### config.mk
export PLATFORM = sky130hd
export DESIGN_NAME = cmt_group
export DESIGN_NICKNAME = d
export VERILOG_FILES = /design/src/rtl/cmt_pkg.sv /design/src/rtl/cmt_prescaler.sv /design/src/rtl/cmt_channel.sv /design/src/rtl/cmt_group.sv
export SDC_FILE = /design/constraint.sdc
export NUM_CORES = 1
export LEC_CHECK = 0
export BUFFER_PORTS_ARGS = -buffer_cell sky130_fd_sc_hd__buf_4
export CAP_MARGIN = 20
export CORE_ASPECT_RATIO = 1.25
export CORE_MARGIN = 8
export CORE_UTILIZATION = 50
export DETAILED_ROUTE_END_ITERATION = 10
export PLACE_DENSITY = 0.7
export SYNTH_ARGS = -nofsm -noshare
export SYNTH_HDL_FRONTEND = slang
export SYNTH_HIERARCHICAL = 1
export SYNTH_SLANG_ARGS = --single-unit
### constraint.sdc
create_clock -name clk -period 6.5 [get_ports clk]
set_input_delay 0 -clock clk [delete_from_list [all_inputs] [get_ports clk]]
set_output_delay 0 -clock clk [all_outputs]
set_load 0.005 [all_outputs]
### src/rtl/cmt_pkg.sv
package cmt_pkg;

  localparam int unsigned PRE_W = 9;   // longest prescale is 512

  // log2 of the prescale divisor for a control clock-select code
  function automatic logic [3:0] div_log2(input logic wide, input logic [2:0] cks);
    logic [3:0] lg;
    lg = 4'd3 + {1'b0, cks[1:0], 1'b0};
    if (wide && !cks[2]) lg = 4'd0;
    return lg;
  endfunction

endpackage

### src/rtl/cmt_prescaler.sv
module cmt_prescaler #(
  parameter int unsigned PRE_W = 9
) (
  input  logic       clk,
  input  logic       rst_n,
  input  logic       run,
  input  logic [3:0] lg,
  output logic       tick
);

  logic [PRE_W-1:0] pre_q, pre_d, mask;

  always_comb begin
    mask = PRE_W'((32'd1 << lg) - 32'd1);
    tick = run && ((pre_q & mask) == mask);
    pre_d = run ? pre_q + 1'b1 : '0;
  end

  always_ff @(posedge clk or negedge rst_n) begin
    if (!rst_n) pre_q <= '0;
    else        pre_q <= pre_d;
  end

  // a stopped channel restarts its prescale period from zero
  p_idle_clear_r3: assert property (@(posedge clk) disable iff (!rst_n)
    !run |=> (pre_q == '0));

endmodule

### src/rtl/cmt_channel.sv
module cmt_channel
  import cmt_pkg::*;
#(
  parameter int unsigned CNT_W = 16
) (
  input  logic             clk,
  input  logic             rst_n,
  input  logic             run,
  input  logic             ctrl_we,
  input  logic             cnt_we,
  input  logic             cmp_we,
  input  logic [CNT_W-1:0] wdata,
  output logic [15:0]      ctrl_rd,
  output logic [CNT_W-1:0] cnt_q,
  output logic [CNT_W-1:0] cmp_q,
  output logic             irq
);

  localparam bit          WIDE     = (CNT_W == 32);
  localparam int unsigned FLAG_BIT = WIDE ? 15 : 7;
  localparam int unsigned IE_BIT   = WIDE ? 5 : 6;
  localparam int unsigned ROLL_BIT = 14;

  logic [CNT_W-1:0] cnt_d, cmp_d;
  logic             flag_q, flag_d, roll_q, roll_d, ie_q, ie_d;
  logic [2:0]       cks_q, cks_d;
  logic             tick, eq, match_ev, wrap_ev;
  logic             unused_wbits;

  assign unused_wbits = ^wdata;

  cmt_prescaler #(.PRE_W(PRE_W)) u_pre (
    .clk  (clk),
    .rst_n(rst_n),
    .run  (run),
    .lg   (div_log2(WIDE, cks_q)),
    .tick (tick)
  );

  always_comb begin
    eq       = (cnt_q == cmp_q);
    match_ev = tick && !cnt_we && eq;
    wrap_ev  = tick && !cnt_we && !eq && (cnt_q == '1);

    cnt_d = cnt_q;
    if (cnt_we)        cnt_d = wdata;
    else if (match_ev) cnt_d = '0;
    else if (tick)     cnt_d = cnt_q + 1'b1;

    cmp_d = cmp_we ? wdata : cmp_q;

    flag_d = ctrl_we ? (flag_q & wdata[FLAG_BIT]) : flag_q;
    if (match_ev) flag_d = 1'b1;

    roll_d = 1'b0;
    if (WIDE) roll_d = wrap_ev | (ctrl_we ? (roll_q & wdata[ROLL_BIT]) : roll_q);

    ie_d  = ctrl_we ? wdata[IE_BIT] : ie_q;
    cks_d = cks_q;
    if (ctrl_we) cks_d = WIDE ? wdata[2:0] : {1'b0, wdata[1:0]};
  end

  always_ff @(posedge clk or negedge rst_n) begin
    if (!rst_n) begin
      cnt_q  <= '0;
      cmp_q  <= '1;
      flag_q <= 1'b0;
      roll_q <= 1'b0;
      ie_q   <= 1'b0;
      cks_q  <= '0;
    end else begin
      cnt_q  <= cnt_d;
      cmp_q  <= cmp_d;
      flag_q <= flag_d;
      roll_q <= roll_d;
      ie_q   <= ie_d;
      cks_q  <= cks_d;
    end
  end

  always_comb begin
    ctrl_rd           = '0;
    ctrl_rd[FLAG_BIT] = flag_q;
    ctrl_rd[IE_BIT]   = ie_q;
    ctrl_rd[1:0]      = cks_q[1:0];
    if (WIDE) begin
      ctrl_rd[2]        = cks_q[2];
      ctrl_rd[ROLL_BIT] = roll_q;
    end
  end

  assign irq = flag_q & ie_q;

  // no run, no write -> counter frozen
  p_hold_stopped_r3: assert property (@(posedge clk) disable iff (!rst_n)
    (!run && !cnt_we) |=> $stable(cnt_q));

  // a match returns the counter to zero and raises the flag
  p_clear_on_match_r5: assert property (@(posedge clk) disable iff (!rst_n)
    (tick && !cnt_we && (cnt_q == cmp_q)) |=> ((cnt_q == '0) && flag_q));

  // any other tick advances by exactly one
  p_step_one_r5: assert property (@(posedge clk) disable iff (!rst_n)
    (tick && !cnt_we && (cnt_q != cmp_q)) |=> (cnt_q == CNT_W'($past(cnt_q) + 1'b1)));

  // the flag only falls through a control write
  p_flag_sticky_r6: assert property (@(posedge clk) disable iff (!rst_n)
    (flag_q && !ctrl_we) |=> flag_q);

  // a counter write lands on its edge
  p_cnt_write_r8: assert property (@(posedge clk) disable iff (!rst_n)
    cnt_we |=> (cnt_q == $past(wdata)));

endmodule

### src/rtl/cmt_group.sv
module cmt_group #(
  parameter int unsigned CNT_W     = 16,
  parameter int unsigned NUM_CH    = 2,
  parameter int unsigned ADDR_W    = 8,
  parameter int unsigned CH_BASE   = 16,
  parameter int unsigned CH_STRIDE = 16
) (
  input  logic              clk,
  input  logic              rst_n,
  input  logic              bus_en,
  input  logic              bus_we,
  input  logic [ADDR_W-1:0] bus_addr,
  input  logic [31:0]       bus_wdata,
  output logic [31:0]       bus_rdata,
  output logic [NUM_CH-1:0] irq
);

  localparam int unsigned STEP = (CNT_W == 32) ? 4 : 2;

  logic [1:0]        rst_sync_q;
  logic              rst_core_n;
  logic [NUM_CH-1:0] start_q, start_d;
  logic              start_hit, start_we;
  logic [31:0]       ch_rd [NUM_CH];
  logic              unused_top;

  assign unused_top = ^bus_wdata;

  always_ff @(posedge clk or negedge rst_n) begin
    if (!rst_n) rst_sync_q <= '0;
    else        rst_sync_q <= {rst_sync_q[0], 1'b1};
  end
  assign rst_core_n = rst_sync_q[1];

  always_comb begin
    start_hit = bus_en && (bus_addr == '0);
    start_we  = start_hit && bus_we;
    start_d   = start_we ? bus_wdata[NUM_CH-1:0] : start_q;
  end

  always_ff @(posedge clk or negedge rst_core_n) begin
    if (!rst_core_n) start_q <= '0;
    else             start_q <= start_d;
  end

  for (genvar k = 0; k < NUM_CH; k++) begin : g_ch
    localparam logic [ADDR_W-1:0] A_CTRL = ADDR_W'(CH_BASE + k*CH_STRIDE);
    localparam logic [ADDR_W-1:0] A_CNT  = ADDR_W'(CH_BASE + k*CH_STRIDE + STEP);
    localparam logic [ADDR_W-1:0] A_CMP  = ADDR_W'(CH_BASE + k*CH_STRIDE + 2*STEP);

    logic             hit_ctrl, hit_cnt, hit_cmp;
    logic [15:0]      ctrl_rd;
    logic [CNT_W-1:0] cnt_v, cmp_v;

    assign hit_ctrl = bus_en && (bus_addr == A_CTRL);
    assign hit_cnt  = bus_en && (bus_addr == A_CNT);
    assign hit_cmp  = bus_en && (bus_addr == A_CMP);

    cmt_channel #(.CNT_W(CNT_W)) u_ch (
      .clk    (clk),
      .rst_n  (rst_core_n),
      .run    (start_q[k]),
      .ctrl_we(hit_ctrl && bus_we),
      .cnt_we (hit_cnt && bus_we),
      .cmp_we (hit_cmp && bus_we),
      .wdata  (bus_wdata[CNT_W-1:0]),
      .ctrl_rd(ctrl_rd),
      .cnt_q  (cnt_v),
      .cmp_q  (cmp_v),
      .irq    (irq[k])
    );

    assign ch_rd[k] = bus_we   ? 32'd0 :
                      hit_ctrl ? 32'(ctrl_rd) :
                      hit_cnt  ? 32'(cnt_v) :
                      hit_cmp  ? 32'(cmp_v) : 32'd0;
  end

  always_comb begin
    bus_rdata = (start_hit && !bus_we) ? 32'(start_q) : 32'd0;
    for (int k = 0; k < NUM_CH; k++) bus_rdata = bus_rdata | ch_rd[k];
  end

  // run bits change only through a start-register write
  p_start_stable_r3: assert property (@(posedge clk) disable iff (!rst_core_n)
    !start_we |=> $stable(start_q));

endmodule

==> results.json, run 1 <==
{
  "status": "completed",
  "ys.flop_type": "dfrtp_1",
  "routabilityCongestion": 0.870,
  "drtAntennaViolNets": 0,
  "cts_tree": "yes",
  "grt_pass1_wl_um": 27300,
  "root_buffer": "clkbuf_16",
  "fin_crit_sh_pct": 50.3,
  "worst_setup_path_end_kind": "register",
  "n_antenna_cell": 0,
  "track_usage_pct": 19.4,
  "worst-path-buf-inv": 1,
  "wire_per_inst_um": 18.7,
  "multi_input_area_mm2": 0.00389,
  "hpwl_um": 12600,
  "min_path_type": "in -> reg",
  "drt-initial-drc-count": 336,
  "synth_enable_flop_cells": 0,
  "worstSkewPairLatency_ps": 340,
  "antenna_found_initial": 0,
  "nets": 784,
  "globalRouteOverflowTotal": 0,
  "p_leak_nw": 3.19,
  "max_freq_mhz": 306,
  "cts_resized": 0,
  "io_pins": 78,
  "synth_largest_area_cell": "dfrtp_1",
  "r2r-start": "g_ch[0].u_ch/cks_q[0]",
  "num_rows": 47,
  "yosys_warnings": 6,
  "muxShareOfSynthArea_pct": 11.3,
  "required_ps": 6760,
  "syn_area_mm2": 0.00673,
  "crit_type": "reg -> reg",
  "yosysSeqAreaShare_pct": 35.5,
  "stdcell_count": 907,
  "via_count": 5268,
  "min_from": "bus_addr[5]",
  "routed_wirelength_um": 16900,
  "fillerInstances": 1184,
  "synth_cell_types": 64,
  "worstPathMaxFanout": 16,
  "worstPathCellList": "ha_1 > nor2_1 > nand3b_1 > ha_1 > nor2_1 > a2111oi_4 > o221ai_2 > nor4_2 > buf_4 > nor2b_1 > o21ai_2 > o21ai_0",
  "slew_violations": 0,
  "synthArstFlopShare_pct": 100,
  "synth_area_leaders": "dfrtp_1 (23%), dfstp_2 (12%), mux2_2 (8.0%)",
  "setup_tns_ps": 0,
  "drc": 0,
  "numPortBuffers": 45,
  "drive_above_1_share_pct": 23.9,
  "ir_drop_v": 0.000162,
  "synth_compound_area_share_pct": 14.6,
  "vias_per_cell": 5.81,
  "core_mm2": 0.0132,
  "fp.dieH_um": 146,
  "critPathLaunchType": "register",
  "critPathLaunch": "g_ch[0].u_ch/cks_q[0]",
  "synth-seq-cells": 94,
  "synth_fa_ha_area_share_pct": 1.49,
  "place_inst": 874,
  "layout.area.seq_mm2": 0.00240,
  "min_to": "start_q[0]",
  "synth_xor_area_share_pct": 9.37,
  "synth-simple-area-share_pct": 18.6,
  "hold_viol": 0,
  "ctsHtreeMaxLevel": 3,
  "slew_headroom_pct": 52.3,
  "path_clk_slew_ps": 60,
  "area_growth_pct": 10.4,
  "crit_arrival_ps": 3520,
  "syn_inst": 694,
  "grt_pass1_vias": 5283,
  "cts_buffer_depth": 2,
  "powerDensity_mw_per_mm2": 180,
  "grt_max_degree": 55,
  "rsz0062_at_grt": "false",
  "regToRegSetupSlack_ps": 3230,
  "cts_sinks": 94,
  "slowest_stage": "ha_1",
  "avgSynthCellArea_um2": 9.70,
  "worstMarginPinSlew_ps": 715,
  "dieArea_mm2": 0.0175,
  "reg2reg_to": "g_ch[0].u_ch/cnt_q[3]",
  "synth_top_area_share_pct": 23.1,
  "fin_skew_ps": 3.79,
  "min_path_cells": 3,
  "reg2regPathDepth": 12,
  "setup_viol": 0,
  "min_period_ps": 3270,
  "synth_top_family_by_area": "simple AND/OR/NAND/NOR gates",
  "firstDrtPassIters": 5,
  "cp_top_family": "simple AND/OR/NAND/NOR gates",
  "die_w_um": 120,
  "initial_core_util_pct": 51.1,
  "slowest_delay_ps": 410,
  "drv_cap": 0,
  "cts_buffers": 9
}
## kinds of logic (layout without fill, tap and decap cells)
group	Yosys count	after routing
fa+ha+maj	8	8
xor+xnor	72	72
buf+inv	92	97
mux	70	70
flops	94	94
simple gates	203	203
compound gates	149	149
other cells	6	43
## routing by layer
metal / global-route usage (%) / vias to the layer above / routed length [um]
met1: 24.2 / 2622 / 7430
met5: 0 / - / 0
met3: 3.22 / 28 / 710
met2: 32.9 / 129 / 8420
met4: 6.89 / 0 / 386
li1: - / 2489 / -
## power breakdown
group | internal (mW) | total (mW) | switching [mW]
logic | 0.0674 | 0.153 | 0.0853
clock network | 0.334 | 0.559 | 0.225
registers | 0.604 | 0.627 | 0.0231
total | 1.01 | 1.34 | 0.333
## layout make-up
type | count | share of cell area, %
Clock buffer | 9 | 3.03
Clock inverter | 6 | 1.18
Inverter | 12 | 0.606
Multi-Input combinational cell | 545 | 52.4
Sequential cell | 94 | 32.2
Tap cell | 171 | 2.88
Timing Repair Buffer | 70 | 7.68
## flip-flops by register name, summed over array words and instances, names as in the netlist
register	count
start_q	2
g_ch.u_ch/cnt_q	32
rst_sync_q	2
g_ch.u_ch/cmp_q	32
g_ch.u_ch/flag_q	2
g_ch.u_ch/cks_q	4
g_ch.u_ch/u_pre/pre_q	18
g_ch.u_ch/ie_q	2
## per-stage QoR
step	util [%]	setup WS, ps	area (um^2)	hold slack (ps)	total power [mW]
5_1_grt	56.4	2930	7430	48.3	1.39
6_report	56.4	3230	7430	44.4	1.34
2_1_floorplan	-	3480	6870	-296	0.747
3_5_place_dp	52.7	3240	6940	-216	0.778
3_3_place_gp	52.7	3330	6940	-217	0.773
4_1_cts	56.4	3200	7420	3.37	1.35
## worst reg2reg max path: stages, from the launching register on
cell and delay [ps]:
dfrtp_1 400, ha_1 410, nor2_1 200, nand3b_1 110, ha_1 280, nor2_1 60
a2111oi_4 330, o221ai_2 150, nor4_2 320, buf_4 270, nor2b_1 220, o21ai_2 210
o21ai_0 220
## how the worst max path moves through the flow
stage | to | slack [ps] | cells after the start
final | g_ch[0].u_ch/cnt_q[3] | 3230 | 12
after global routing | g_ch[0].u_ch/cnt_q[3] | 2930 | 12
after CTS | g_ch[0].u_ch/cnt_q[3] | 3200 | 12
after detailed placement | g_ch[0].u_ch/cnt_q[3] | 3240 | 12
after global placement | g_ch[0].u_ch/cnt_q[10] | 3330 | 12
after floorplan | g_ch[0].u_ch/cnt_q[15] | 3480 | 14
## synthesized netlist by cell type, types with 3 or more instances
cell type and instances:
or3_1 7, inv_1 11, buf_4 46, o22a_1 5, a21boi_0 3, a21oi_1 36, nand2_1 25, a22o_2 3
o21ai_0 48, o21a_1 4, nand3b_1 3, conb_1 6, a22o_1 7, buf_6 7, nand3_1 22, nor3_1 10
mux2i_1 21, and3_1 8, nor2b_1 12, ha_1 8, and2_1 11, dfrtp_1 62, nand4_1 6, nor4b_1 4
xnor2_1 16, o22ai_1 6, dfstp_2 32, nor3b_1 26, buf_2 5, nor3b_2 3, a221o_1 8, nor4_1 12
a22oi_1 15, mux2_2 48, nor2_1 33, clkbuf_1 19, xor2_1 56
## cells in the final DEF, fill, tap and decap left out, types with 3 or more instances in the layout
cell / n
nor3_1: 10
a21oi_1: 36
a22o_2: 3
mux2_2: 48
xor2_1: 56
nand3b_1: 3
and2_1: 11
o21ai_0: 48
dlygate4sd3_1: 18
or3_1: 7
and3_1: 8
a22oi_1: 15
a21boi_0: 3
nor4b_1: 4
buf_4: 52
nor2_2: 4
nand4_1: 6
xnor2_1: 16
a22o_1: 7
nand2_1: 25
o21a_1: 4
nor2b_1: 12
nor2_1: 31
o22a_1: 5
o22ai_1: 6
nor3b_1: 26
nor4_1: 12
a221o_1: 8
clkbuf_16: 9
ha_1: 8
mux2i_1: 21
dfstp_2: 32
dfrtp_1: 61
nand3_1: 22
inv_1: 11
conb_1: 43
nor3b_2: 3
## timing repair
| action | 4_1_cts | 5_1_grt |
|---|---|---|
| endpoints found under the hold margin | 66 | 4 |
| buffers inserted | 0 | 0 |
| hold buffers | 17 | 1 |
Note: power is estimated with default switching activity, not from simulation.
==> run 2: changes to the inputs <==
- ABC_AREA: not set -> 1
- PLACE_DENSITY: 0.7 -> 0.72
- clock period: 6.5 -> 2.8 ns (I/O delays scaled with it)
==> run 2 against run 1 <==
Net effect: design area increased by 15%; setup slack worse by 3000 ps; clock skew is 5.7 ps higher; core utilization grew 1.2 points; area after synthesis grew 12%; sequential power increased by 130%; hold slack better by 46 ps; first-iteration DRC count increased by 69%; critical endpoint is now g_ch[1].u_ch/cnt_q[11]; synthesized cell count increased by 66%; largest power group unchanged; total power grew 130%.
==> results.json, run 2 <==
{
  "status": "completed",
  "synth_area_leaders": "dfrtp_1 (21%), nand2_1 (16%), dfstp_2 (11%)",
  "fin_skew_ps": 9.51,
  "area_growth_pct": 13.6,
  "synth_enable_flop_cells": 0,
  "final_area_mm2": 0.00854,
  "ctsHtreeMaxLevel": 3,
  "max_freq_mhz": 384,
  "grt_max_degree": 58,
  "p_leak_nw": 4.39,
  "finalPower_mw": 3.12,
  "hold_viol": 0,
  "synth_fa_ha_area_share_pct": 1.33,
  "via_count": 7351,
  "fp.dieH_um": 153,
  "crit_arrival_ps": 2850,
  "synth_most_common_cell": "nand2_1",
  "ys.flop_type": "dfrtp_1",
  "track_usage_pct": 22.5,
  "cts_buffer_depth": 2,
  "drv_cap": 0,
  "wire_per_inst_um": 15.2,
  "critPathLaunch": "g_ch[1].u_ch/cks_q[1]",
  "top_regs": "g_ch.u_ch/cmp_q: 32 flops, g_ch.u_ch/cnt_q: 32 flops, g_ch.u_ch/u_pre/pre_q: 18 flops",
  "hpwl_um": 15600,
  "synth_top_area_share_pct": 20.6,
  "firstDrtPassIters": 5,
  "num_rows": 50,
  "dp_slack_ps": 19.0,
  "syn_inst": 1155,
  "vias_per_cell": 5.20,
  "r2r-start": "g_ch[1].u_ch/cks_q[1]",
  "final_common_cell": "nand2_1",
  "io_pins": 78,
  "synth_xor_area_share_pct": 1.63,
  "drive_above_1_share_pct": 18.3,
  "synth_cell_types": 34,
  "slowest_delay_ps": 420,
  "required_ps": 3040,
  "setup_viol": 0,
  "min_from": "bus_addr[5]",
  "routed_wirelength_um": 21500,
  "drtAntennaViolNets": 0,
  "cts_buffers": 9,
  "n_antenna_cell": 0,
  "worst_setup_path_end_kind": "register",
  "worstPathCellList": "ha_4 > nor2_4 > nand3_2 > ha_1 > o21bai_1 > nand3_1 > nand3_1 > nor2_4 > nand2_2 > nor2_2 > nand3_2 > nor2_4 > nand3_4 > nand3_2 > nand2_1",
  "fin_crit_sh_pct": 93.0,
  "worstSkewPairLatency_ps": 350,
  "final_cell_mix": "nand2_1 (325), inv_1 (143), nor2_1 (134), nand3_1 (89), buf_4 (71)",
  "critPathLaunchType": "register",
  "drt-initial-drc-count": 568,
  "fillerInstances": 1452,
  "yosysSeqAreaShare_pct": 31.8,
  "slowest_stage": "dfrtp_1",
  "worst_slack_ps": 196,
  "core_mm2": 0.0148,
  "placed_area_mm2": 0.00792,
  "synth-simple-area-share_pct": 38.3,
  "drc": 0,
  "synth_top_family_by_area": "simple AND/OR/NAND/NOR gates",
  "grt_pass1_wl_um": 34900,
  "cts_tree": "yes",
  "min_path_type": "in -> reg",
  "powerDensity_mw_per_mm2": 365,
  "nets": 1278,
  "slew_violations": 0,
  "synth_common_cells": "nand2_1 (325), inv_1 (143), nor2_1 (136), nand3_1 (93), dfrtp_1 (62)",
  "die_w_um": 126,
  "synth_largest_area_cell": "dfrtp_1",
  "dieArea_mm2": 0.0192,
  "synth_compound_area_share_pct": 10.4,
  "worstPathMaxFanout": 8,
  "routabilityCongestion": 0.884,
  "min_period_ps": 2600,
  "yosys_warnings": 6,
  "syn_area_mm2": 0.00752,
  "avgSynthCellArea_um2": 6.51,
  "synthArstFlopShare_pct": 100,
  "worstMarginPinSlew_ps": 607,
  "utilization_pct": 57.6,
  "muxShareOfSynthArea_pct": 0.299,
  "crit_type": "reg -> reg",
  "path_clk_slew_ps": 70,
  "globalRouteOverflowTotal": 0,
  "ir_drop_v": 0.000300,
  "root_buffer": "clkbuf_16",
  "numPortBuffers": 45,
  "slew_headroom_pct": 59.4,
  "synth-seq-cells": 94,
  "antenna_found_initial": 0,
  "grt_pass1_vias": 6957,
  "cts_sinks": 94,
  "initial_core_util_pct": 50.7
}
## run 2: changes by cell type in the layout (fill, tap and decap cells not counted), sizes merged, moves of 16 or more
cell / previous run / this run
nor2: 35 / 165
nand2: 25 / 338
xor2: 56 / 14
nand3: 22 / 114
buf: 52 / 73
mux2i: 21 / 0
nor3b: 29 / 0
mux2: 49 / 2
xnor2: 16 / 0
a22oi: 15 / 32
inv: 11 / 170
## run 2: repair_timing
action,in CTS,in global routing
hold buffers,18,0
resized for setup,0,12
hold endpoints to repair,74,0
setup buffers,0,2
endpoints found under the setup margin,0,34
## run 2: final timing paths
kind / cells past startpoint / slack (ps) / end
min in group asynchronous: 0 / 310 / g_ch[0].u_ch/u_pre/pre_q[4]
min reg2reg: 0 / 310 / g_ch[0].u_ch/u_pre/pre_q[4]
max: 15 / 200 / g_ch[1].u_ch/cnt_q[11]
min: 5 / 90 / start_q[1]
max reg2reg: 15 / 200 / g_ch[1].u_ch/cnt_q[11]
max in group asynchronous: 1 / 1750 / g_ch[1].u_ch/cmp_q[6]
## run 2: metal layers
| metal | global-route usage [%] | vias up | routed length, um |
|---|---|---|---|
| met2 | 38.7 | 233 | 10500 |
| met4 | 12.6 | 0 | 1040 |
| li1 | - | 3672 | - |
| met3 | 2.68 | 55 | 1110 |
| met1 | 26.6 | 3391 | 8870 |
| met5 | 0 | - | 0 |
## run 2: report_power, final
part | switching, mW | total (mW) | internal [mW]
logic | 0.231 | 0.373 | 0.142
clock network | 0.550 | 1.27 | 0.720
registers | 0.0579 | 1.47 | 1.42
total | 0.840 | 3.12 | 2.28
## run 2: logic make-up after synthesis
| logic type | after synthesis |
|---|---|
| compound gates | 139 |
| xor+xnor | 14 |
| other cells | 6 |
| mux | 2 |
| simple gates | 639 |
| flops | 94 |
| fa+ha+maj | 8 |
| buf+inv | 253 |
## run 2: cell type report
cell class / count / area, um^2 / area share (%)
Multi-Input combinational cell: 856 / 4220 / 49.4
Sequential cell: 94 / 2400 / 28.0
Timing Repair Buffer: 91 / 744 / 8.71
Inverter: 174 / 653 / 7.64
Clock buffer: 11 / 243 / 2.84
Tap cell: 182 / 228 / 2.67
Clock inverter: 5 / 57.6 / 0.674
## run 2: per-stage QoR
| stage | std cells | setup TNS, ps | hold WS (ps) |
|---|---|---|---|
| floorplan | 1199 | 0 | -296 |
| global placement | 1371 | 0 | -217 |
| detailed placement | 1372 | 0 | -216 |
| CTS | 1406 | 0 | 81.1 |
| global route | 1413 | -9.48 | 135 |
| finish | 1413 | 0 | 90.7 |
## run 2: worst max-delay path: cells and delay by family (launching register included)
kind | cells | cell delay (ps)
DFF | 1 | 420
and+or+nand+nor | 12 | 1350
adders and majority gates | 2 | 550
AOI/OAI and AO/OA | 1 | 180
